`src/rtl/iaw_pkg.sv`:
```
package iaw_pkg;
  typedef enum logic [1:0] {
    CT_EQ = 2'b00,
    CT_NE = 2'b01,
    CT_GT = 2'b10,
    CT_LT = 2'b11
  } cmp_type_e;

  typedef enum logic [1:0] {
    PM_SOLO  = 2'b00,
    PM_AND   = 2'b01,
    PM_OR    = 2'b10,
    PM_SOLO2 = 2'b11
  } pair_mode_e;
endpackage

```
`src/rtl/iaw_comparator.sv`:
```
module iaw_comparator #(
  parameter int W = 30
) (
  input  logic [W-1:0] key,
  input  logic [W-1:0] ref_val,
  output logic         is_eq,
  output logic         is_lt
);
  // Unsigned magnitude compare
  always_comb begin
    is_eq = (key == ref_val);
    is_lt = (key < ref_val);
  end

  always_comb begin
    assert (!(is_eq && is_lt)) else $error("p_eq_lt_excl_r3");
  end
endmodule

```
`src/rtl/iaw_event_map.sv`:
```
module iaw_event_map
  import iaw_pkg::*;
(
  input  logic      is_eq,
  input  logic      is_lt,
  input  cmp_type_e ctype,
  input  logic      enable,
  output logic      event_o
);
  logic raw;

  // every relation comes from the two raw results
  always_comb begin
    unique case (ctype)
      CT_EQ:   raw = is_eq;
      CT_NE:   raw = !is_eq;
      CT_GT:   raw = !is_eq && !is_lt;
      CT_LT:   raw = is_lt;
      default: raw = 1'b0;
    endcase
    event_o = enable && raw;
  end
endmodule

```
`src/rtl/iaw_pair_combine.sv`:
```
module iaw_pair_combine
  import iaw_pkg::*;
(
  input  logic       ev_lo,
  input  logic       ev_hi,
  input  pair_mode_e mode,
  output logic       wp_lo,
  output logic       wp_hi
);
  always_comb begin
    unique case (mode)
      PM_AND: begin wp_lo = ev_lo && ev_hi; wp_hi = 1'b0; end
      PM_OR:  begin wp_lo = ev_lo || ev_hi; wp_hi = 1'b0; end
      default: begin wp_lo = ev_lo; wp_hi = ev_hi; end
    endcase
  end

  always_comb begin
    if (mode == PM_AND && wp_lo)
      assert (ev_lo && ev_hi) else $error("p_and_needs_both_r7");
    if (mode == PM_OR && !wp_lo)
      assert (!ev_lo && !ev_hi) else $error("p_or_none_r8");
  end
endmodule

```
`src/rtl/iaddr_watch.sv`:
```
module iaddr_watch
  import iaw_pkg::*;
#(
  parameter int ADDR_W   = 32,
  parameter int DROP_LSB = 2,
  parameter int NUM_CMP  = 4
) (
  input  logic                               clk,
  input  logic                               rst_n,
  input  logic                               in_valid,
  output logic                               in_ready,
  input  logic [ADDR_W-1:0]                  in_addr,
  input  logic [NUM_CMP*(ADDR_W-DROP_LSB)-1:0] cfg_ref,
  input  logic [2*NUM_CMP-1:0]               cfg_type,
  input  logic [NUM_CMP-1:0]                 cfg_en,
  input  logic [NUM_CMP-1:0]                 cfg_pair_mode,
  input  logic [NUM_CMP-1:0]                 cfg_brk_en,
  output logic [NUM_CMP-1:0]                 wp_hit,
  output logic                               brk_req
);
  localparam int CMP_W    = ADDR_W - DROP_LSB;
  localparam int NUM_PAIR = NUM_CMP / 2;

  logic [CMP_W-1:0]   key;
  logic [NUM_CMP-1:0] eq_v, lt_v, ev_v, wp_d;
  logic [NUM_CMP-1:0] wp_q;
  logic               brk_q;

  assign in_ready = 1'b1; // no back-pressure
  assign key      = in_addr[ADDR_W-1:DROP_LSB];

  for (genvar k = 0; k < NUM_CMP; k++) begin : g_cmp
    iaw_comparator #(.W(CMP_W)) u_cmp (
      .key     (key),
      .ref_val (cfg_ref[k*CMP_W +: CMP_W]),
      .is_eq   (eq_v[k]),
      .is_lt   (lt_v[k])
    );
    iaw_event_map u_map (
      .is_eq   (eq_v[k]),
      .is_lt   (lt_v[k]),
      .ctype   (cmp_type_e'(cfg_type[2*k +: 2])),
      .enable  (cfg_en[k] && in_valid),
      .event_o (ev_v[k])
    );
  end

  for (genvar p = 0; p < NUM_PAIR; p++) begin : g_pair
    iaw_pair_combine u_pair (
      .ev_lo (ev_v[2*p]),
      .ev_hi (ev_v[2*p+1]),
      .mode  (pair_mode_e'(cfg_pair_mode[2*p +: 2])),
      .wp_lo (wp_d[2*p]),
      .wp_hi (wp_d[2*p+1])
    );
  end

  always_ff @(posedge clk or negedge rst_n) begin
    if (!rst_n) begin
      wp_q  <= '0;
      brk_q <= 1'b0;
    end else begin
      wp_q  <= wp_d;
      brk_q <= |(wp_d & cfg_brk_en);
    end
  end

  assign wp_hit  = wp_q;
  assign brk_req = brk_q;

  // The low address bits only feed this sanity check (R2: they never reach a compare)
  always_ff @(posedge clk) begin
    if (rst_n && in_valid)
      assert (!$isunknown(in_addr[DROP_LSB-1:0])) else $error("p_low_bits_known_r2");
  end

  p_pulse_needs_valid_r10: assert property (@(posedge clk) disable iff (!rst_n)
    !$past(in_valid) |-> (wp_q == '0 && !brk_q));

  p_brk_has_source_r9: assert property (@(posedge clk) disable iff (!rst_n)
    brk_q |-> (|(wp_q & $past(cfg_brk_en))));

  p_ready_high_r1: assert property (@(posedge clk) disable iff (!rst_n) in_ready);

  p_disabled_quiet_r5: assert property (@(posedge clk) disable iff (!rst_n)
    (cfg_en == '0) |=> (wp_q == '0));
endmodule

```
`config.mk`:
```
export PLATFORM = sky130hd
export DESIGN_NAME = iaddr_watch
export DESIGN_NICKNAME = d
export VERILOG_FILES = /design/src/rtl/iaw_pkg.sv /design/src/rtl/iaw_comparator.sv /design/src/rtl/iaw_event_map.sv /design/src/rtl/iaw_pair_combine.sv /design/src/rtl/iaddr_watch.sv
export SDC_FILE = /design/constraint.sdc
export NUM_CORES = 1
export LEC_CHECK = 0
export ABC_AREA = 1
export ABC_CLOCK_PERIOD_IN_PS = 800
export BUFFER_PORTS_ARGS = -buffer_cell sky130_fd_sc_hd__buf_2
export CAP_MARGIN = 25
export CORE_AREA = 2 2 83 116
export DETAILED_ROUTE_END_ITERATION = 7
export DIE_AREA = 0 0 85 118
export GPL_ROUTABILITY_DRIVEN = 0
export PLACE_DENSITY = 0.78
export SYNTH_ARGS = -nofsm -noshare
export SYNTH_HDL_FRONTEND = slang
export SYNTH_SLANG_ARGS = --single-unit
```
`constraint.sdc`:
```
create_clock -name clk -period 0.8 [get_ports clk]
set_input_delay 0.12 -clock clk [delete_from_list [all_inputs] [get_ports clk]]
set_output_delay 0.12 -clock clk [all_outputs]
set_load 0.05 [all_outputs]
```
==> flow_summary.json, run 1 <==
{
  "switching_share_pct": 44.1,
  "ys.flop_type": "dfrtp_1",
  "first_pass_iters": 4,
  "wl_microns": 14300,
  "cp-start-kind": "primary input",
  "synth_fa_ha_area_share_pct": 40.1,
  "rsz0062_at_grt": "yes",
  "postSynthCellCount": 650,
  "slowest_stage": "ha_4",
  "synth_area_leaders": "ha_1 (40%), inv_1 (18%), nand2_1 (16%)",
  "cts_tree": "done",
  "max_freq_ghz": 0.614,
  "p_clk_share_pct": 17.7,
  "wl_per_cell_microns": 14.8,
  "core_area_sq_um": 8980,
  "synth_top_family_by_area": "adder cells",
  "die_area_sq_um": 10000,
  "p_leak_nw": 3.71,
  "yosysWarningCount": 0,
  "diodes": 0,
  "synth-simple-area-share_pct": 30.8,
  "avgSynthCellArea_sq_um": 5.95,
  "crit_arrival_ns": 1.74,
  "drv_cap": 0,
  "status": "complete, but fails checks",
  "intPower_mw": 2.66,
  "synthMuxAreaShare_pct": 0,
  "worstPathMaxFanout": 4,
  "synth_compound_area_share_pct": 8.02,
  "crit_top_cell": "nand3_2",
  "ios": 181,
  "required_ns": 0.91,
  "clk_pin_slew_ns": 0.03,
  "port-buffer-count": 177,
  "hold_depth": 3,
  "pwr_density_cell_nw_per_um2": 690,
  "fill_cells": 620,
  "setup_viol": 10,
  "hold_start": "cfg_brk_en[2]",
  "synth_cell_types": 26,
  "path_cells": "buf_8 > ha_4 > nand2_4 > nor2_4 > nand4_1 > nor2_1 > nand2_1 > nand2_2 > nand3_2 > nand3_2 > nor3_2 > nor2_1 > nand3_2",
  "power_frac_seq_pct": 5.8,
  "fin_crit_ns": 1.63,
  "die_x_microns": 85,
  "worstSetupEndpointType": "flip-flop",
  "drt_iter0_drc": 135,
  "antenna_found_initial": 0,
  "yosys.area_share.xor_xnor_pct": 0,
  "synthArstFlopShare_pct": 100,
  "place_hpwl_microns": 10200,
  "start_util_pct": 43.1,
  "grt_usage_pct": 24.7,
  "dieHeight_microns": 118,
  "comb_power_share_pct": 76.5,
  "grt_start_max_net_pins": 6,
  "grt_pass1_vias": 4891,
  "synth_nets": 949,
  "yosys.area.top_type": "ha_1",
  "crit_type": "primary input to flip-flop",
  "synth.most_common_cell": "inv_1",
  "worst_slack_ns": -0.828,
  "gr-total-overflow": 0,
  "synthTopCellsByCount": "inv_1 (181), nand2_1 (170), ha_1 (124), nor2_1 (46), a21oi_1 (43)",
  "cts-root-buf": "clkbuf_16",
  "num_rows": 41,
  "drive_above_1_share_pct": 52.4,
  "numCtsBuffers": 3,
  "routed_via_density": 5.01,
  "hold_viol": 0,
  "period_share_pct": 204,
  "ant_nets": 0,
  "whs_endpoint": "brk_req",
  "hold-worst-slack_ns": 0.154,
  "h-tree-depth": 1,
  "synth_top_area_share_pct": 40.1,
  "drv_slew": 0,
  "synthesis.area_sq_um": 3870,
  "fin_cells": 965,
  "grt_pass1_wl_microns": 20500,
  "cpPeakStageDelay_ns": 0.28,
  "cts_buffer_depth": 2,
  "peakVddDrop_v": 0.000628,
  "drcViolationCount": 0,
  "placed_cells": 956,
  "nNetsFinal": 1158,
  "final_util_pct": 76.8,
  "clock_sinks": 5,
  "ys_ff_latch": 5,
  "synth_edf_count": 0,
  "vias": 4834,
  "violations": "negative setup slack",
  "holdCritPathClass": "primary input to flip-flop",
  "synth.yosys.seq_area_share_pct": 3.23,
  "power_switching_mw": 2.10,
  "area_growth_pct": 78.1
}
==> worst max-delay path: cells and delay by family <==
kind                       cells  cell delay [ns]
and+or+nand+nor               11             1.22
adders and majority gates      1             0.28
buffers and inverters          1             0.12
==> cell usage in the layout (no fill, tap or decap), types with 16 or more instances in the layout <==
cell / synthesis / layout
ha_4: 0 / 77
inv_2: 0 / 40
nand2_2: 8 / 44
buf_2: 0 / 141
nor2_1: 46 / 23
nor2_4: 2 / 16
buf_6: 0 / 31
ha_1: 124 / 47
inv_1: 181 / 136
nand2_1: 170 / 121
buf_4: 1 / 28
a21oi_1: 43 / 35
==> per-stage QoR <==
step | worst slack [ns] | setup TNS, ns | power [mW] | instance area [sq um]
after global routing | -0.924 | -4.39 | 5.15 | 6890
after detailed placement | -1.07 | -4.88 | 2.82 | 5380
after floorplan | -0.633 | -2.69 | 1.78 | 4180
after global placement | -1.06 | -4.83 | 2.76 | 5380
final | -0.828 | -3.85 | 4.76 | 6890
after CTS | -0.712 | -3.55 | 4.11 | 6180
==> worst max-delay path by stage <==
stage | startpoint | end | slack [ns] | cells past startpoint
after floorplan | cfg_ref[111] | brk_req | -0.63 | 16
after global placement | in_addr[29] | brk_req | -1.06 | 16
after detailed placement | in_addr[29] | brk_req | -1.07 | 15
after CTS | in_addr[15] | brk_req | -0.71 | 14
after global routing | cfg_ref[57] | brk_req | -0.92 | 16
final | in_addr[15] | brk_req | -0.83 | 13
==> timing repair <==
item / in CTS / in global routing
hold endpoints to repair: 5 / 0
endpoints found under the setup margin: 10 / 10
setup buffers: 1 / 3
pin swaps: 70 / 81
resized for setup: 136 / 143
hold buffers: 1 / 0
==> registers in the layout, summed over array words and instances, names as in the netlist <==
name / cells
wp_hit: 4
brk_req: 1
==> cell families after synthesis <==
group | count (synthesis)
flip-flops | 5
AO/OA/AOI/OAI | 60
other | 1
AND/OR/NAND/NOR | 278
adder cells (fa/ha/maj) | 124
buffers and inverters | 182
==> layer usage <==
metal	routed length, microns	GRT usage [%]	part of all wire [%]
met4	549	7.74	3.8
met3	581	2.10	4.1
met2	8070	51.8	56
met5	0	0	0
met1	5110	24.1	36
==> power by group through the flow <==
stage                     Sequential [mW]  Combinational, mW  Clock (mW)
final                               0.276               3.64       0.842
after detailed placement            0.276               2.55           0
after global placement              0.275               2.48           0
after floorplan                     0.332               1.45           0
after CTS                           0.277               2.99       0.841
after global routing                0.277               4.02       0.856
==> layout make-up <==
type	count	area [sq um]	share of cell area, %
Inverter	181	702	10.2
Multi-Input combinational cell	463	4510	65.4
Tap cell	107	134	1.94
Clock buffer	4	78.8	1.14
Timing Repair Buffer	205	1350	19.5
Sequential cell	5	125	1.82
(Power assumes the default switching activity.)
==> inputs of run 2 (changes only) <==
- CTS_BUF_LIST: unset -> sky130_fd_sc_hd__clkbuf_16
- PLACE_DENSITY: 0.78 -> unset
- PLACE_DENSITY_LB_ADDON: unset -> 0.12
==> run 2 against run 1 <==
  * Sequential share of layout area grew 0.33 points
  * Via count shrank 5.5%
  * The run still ends with negative setup slack left
  * Critical endpoint unchanged
  * Maximum frequency shrank 2.3%
  * Global-route usage shrank 1.4 points
  * Sequential cell count is the same
  * Critical path type unchanged
  * Final cell count grew 0.21%
  * Clock power shrank 4.4%
  * Power shrank 18%
  * Utilization shrank 12 points
  * Non-clock buffer count grew 2
==> flow_summary.json, run 2 (synthesis results as in run 1) <==
{
  "drive_above_1_share_pct": 38.4,
  "whs_endpoint": "brk_req",
  "core_area_sq_um": 8980,
  "die_area_sq_um": 10000,
  "crit_top_cell": "nand2_2",
  "fill_cells": 850,
  "worstPathMaxFanout": 4,
  "finalPower_mw": 3.92,
  "status": "complete, but fails checks",
  "cts_buffer_depth": 2,
  "required_ns": 0.96,
  "slowest_stage": "ha_1",
  "diodes": 0,
  "grt_pass1_wl_microns": 19700,
  "rsz0062_at_grt": "yes",
  "wl_microns": 11800,
  "p_leak_nw": 3.60,
  "h-tree-depth": 1,
  "fin_crit_ns": 1.67,
  "period_share_pct": 208,
  "area_growth_pct": 50.5,
  "grt_pass1_vias": 4745,
  "most-common-layout-cells": "buf_2 (166), inv_1 (159), nand2_1 (150)",
  "holdCritPathClass": "primary input to flip-flop",
  "path_cells": "buf_2 > ha_1 > nand2_2 > nor2_4 > nand4_1 > nor2_2 > nand2_1 > nand2_2 > nand2_2 > nand2_2 > nand3_2 > nor3_2 > nor2_1 > nand3_1",
  "antenna_found_initial": 0,
  "largest_reg_flops": 4,
  "port-buffer-count": 177,
  "drt_iter0_drc": 120,
  "routed_via_density": 4.72,
  "cts_tree": "done",
  "setup_viol": 10,
  "ant_nets": 0,
  "cts-root-buf": "clkbuf_16",
  "clk_pin_slew_ns": 0.03,
  "hold_depth": 3,
  "pwr_density_cell_nw_per_um2": 674,
  "hold_viol": 0,
  "final_util_pct": 64.8,
  "gr-total-overflow": 0,
  "cp-start-kind": "primary input",
  "hold-worst-slack_ns": 0.155,
  "drcViolationCount": 0,
  "grt_usage_pct": 23.3,
  "nNetsFinal": 1160,
  "start_util_pct": 43.1,
  "crit_arrival_ns": 1.83,
  "grt_start_max_net_pins": 6,
  "hold_start": "cfg_brk_en[2]",
  "peakVddDrop_v": 0.000640,
  "max_freq_ghz": 0.600,
  "layout_commonest_cell": "buf_2",
  "vias": 4568,
  "clock_sinks": 5,
  "drv_slew": 0,
  "dieHeight_microns": 118,
  "numCtsBuffers": 3,
  "worst_slack_ns": -0.866,
  "die_x_microns": 85,
  "drv_cap": 0,
  "place_ws_ns": -1.17,
  "crit_type": "primary input to flip-flop",
  "cpPeakStageDelay_ns": 0.31,
  "ios": 181,
  "first_pass_iters": 4,
  "num_rows": 41,
  "wl_per_cell_microns": 12.2,
  "violations": "negative setup slack",
  "place_hpwl_microns": 10400,
  "worstSetupEndpointType": "flip-flop"
}
==> run 2: cell count changes in the layout (fill, tap and decap cells not counted), sizes merged <==
cell and change:
buf +2, inv +1, clkbuf -1
==> run 2: routing by layer <==
layer | vias to the layer above | part of all wire, % | track usage, %
met5 | - | 0 | 0
met4 | 0 | 4.4 | 9.52
met3 | 30 | 5.2 | 1.82
met2 | 139 | 53 | 45.8
met1 | 1968 | 38 | 24.5
li1 | 2431 | - | -
==> run 2: metrics by stage <==
| step | TNS [ns] | std cells | cell area, sq um |
|---|---|---|---|
| 2_1_floorplan | -2.69 | 650 | 4180 |
| 3_5_place_dp | -5.15 | 956 | 5370 |
| 4_1_cts | -4.07 | 963 | 5610 |
| 3_3_place_gp | -5.09 | 956 | 5370 |
| 5_1_grt | -4.85 | 967 | 5820 |
| 6_report | -4.17 | 967 | 5820 |
==> run 2: repair_timing <==
action                                  in CTS  in global routing
buffers inserted                             2                  4
resized for setup                           36                 47
hold endpoints to repair                     5                  0
hold buffers                                 1                  0
pin swaps                                   29                 36
endpoints found under the setup margin      10                 10
==> run 2: power by group <==
part / internal, mW / total [mW] / switching [mW] / leakage [nW]
clock: 0.647 / 0.805 / 0.158 / 0.0423
combinational: 1.31 / 2.84 / 1.53 / 3.49
sequential: 0.270 / 0.279 / 0.00895 / 0.0678
total: 2.22 / 3.92 / 1.70 / 3.60
==> run 2: final cells by class <==
cell class	count	area, sq um	share of cell area, %
inverter	181	702	12.1
tap	107	134	2.30
sequential	5	125	2.15
clock buffer	3	75.1	1.29
clock inverter	1	3.75	0.0645
multi-input combinational	463	3590	61.7
timing repair buffer	207	1190	20.5
==> run 2: critical path: cells and delay by family <==
family                   cells  cell delay (ns)
AND/OR/NAND/NOR             12             1.25
buffers and inverters        1             0.13
adder cells (fa/ha/maj)      1             0.31
==> run 2: how the worst max path moves through the flow <==
stage            startpoint  endpoint  slack (ns)  depth (start not counted)
2_1_floorplan  cfg_ref[111]   brk_req       -0.63                         16
3_3_place_gp    in_addr[31]   brk_req       -1.14                         14
3_5_place_dp    in_addr[31]   brk_req       -1.17                         14
4_1_cts         in_addr[31]   brk_req       -0.87                         17
5_1_grt         in_addr[14]   brk_req       -0.98                         14
6_report        in_addr[14]   brk_req       -0.87                         14
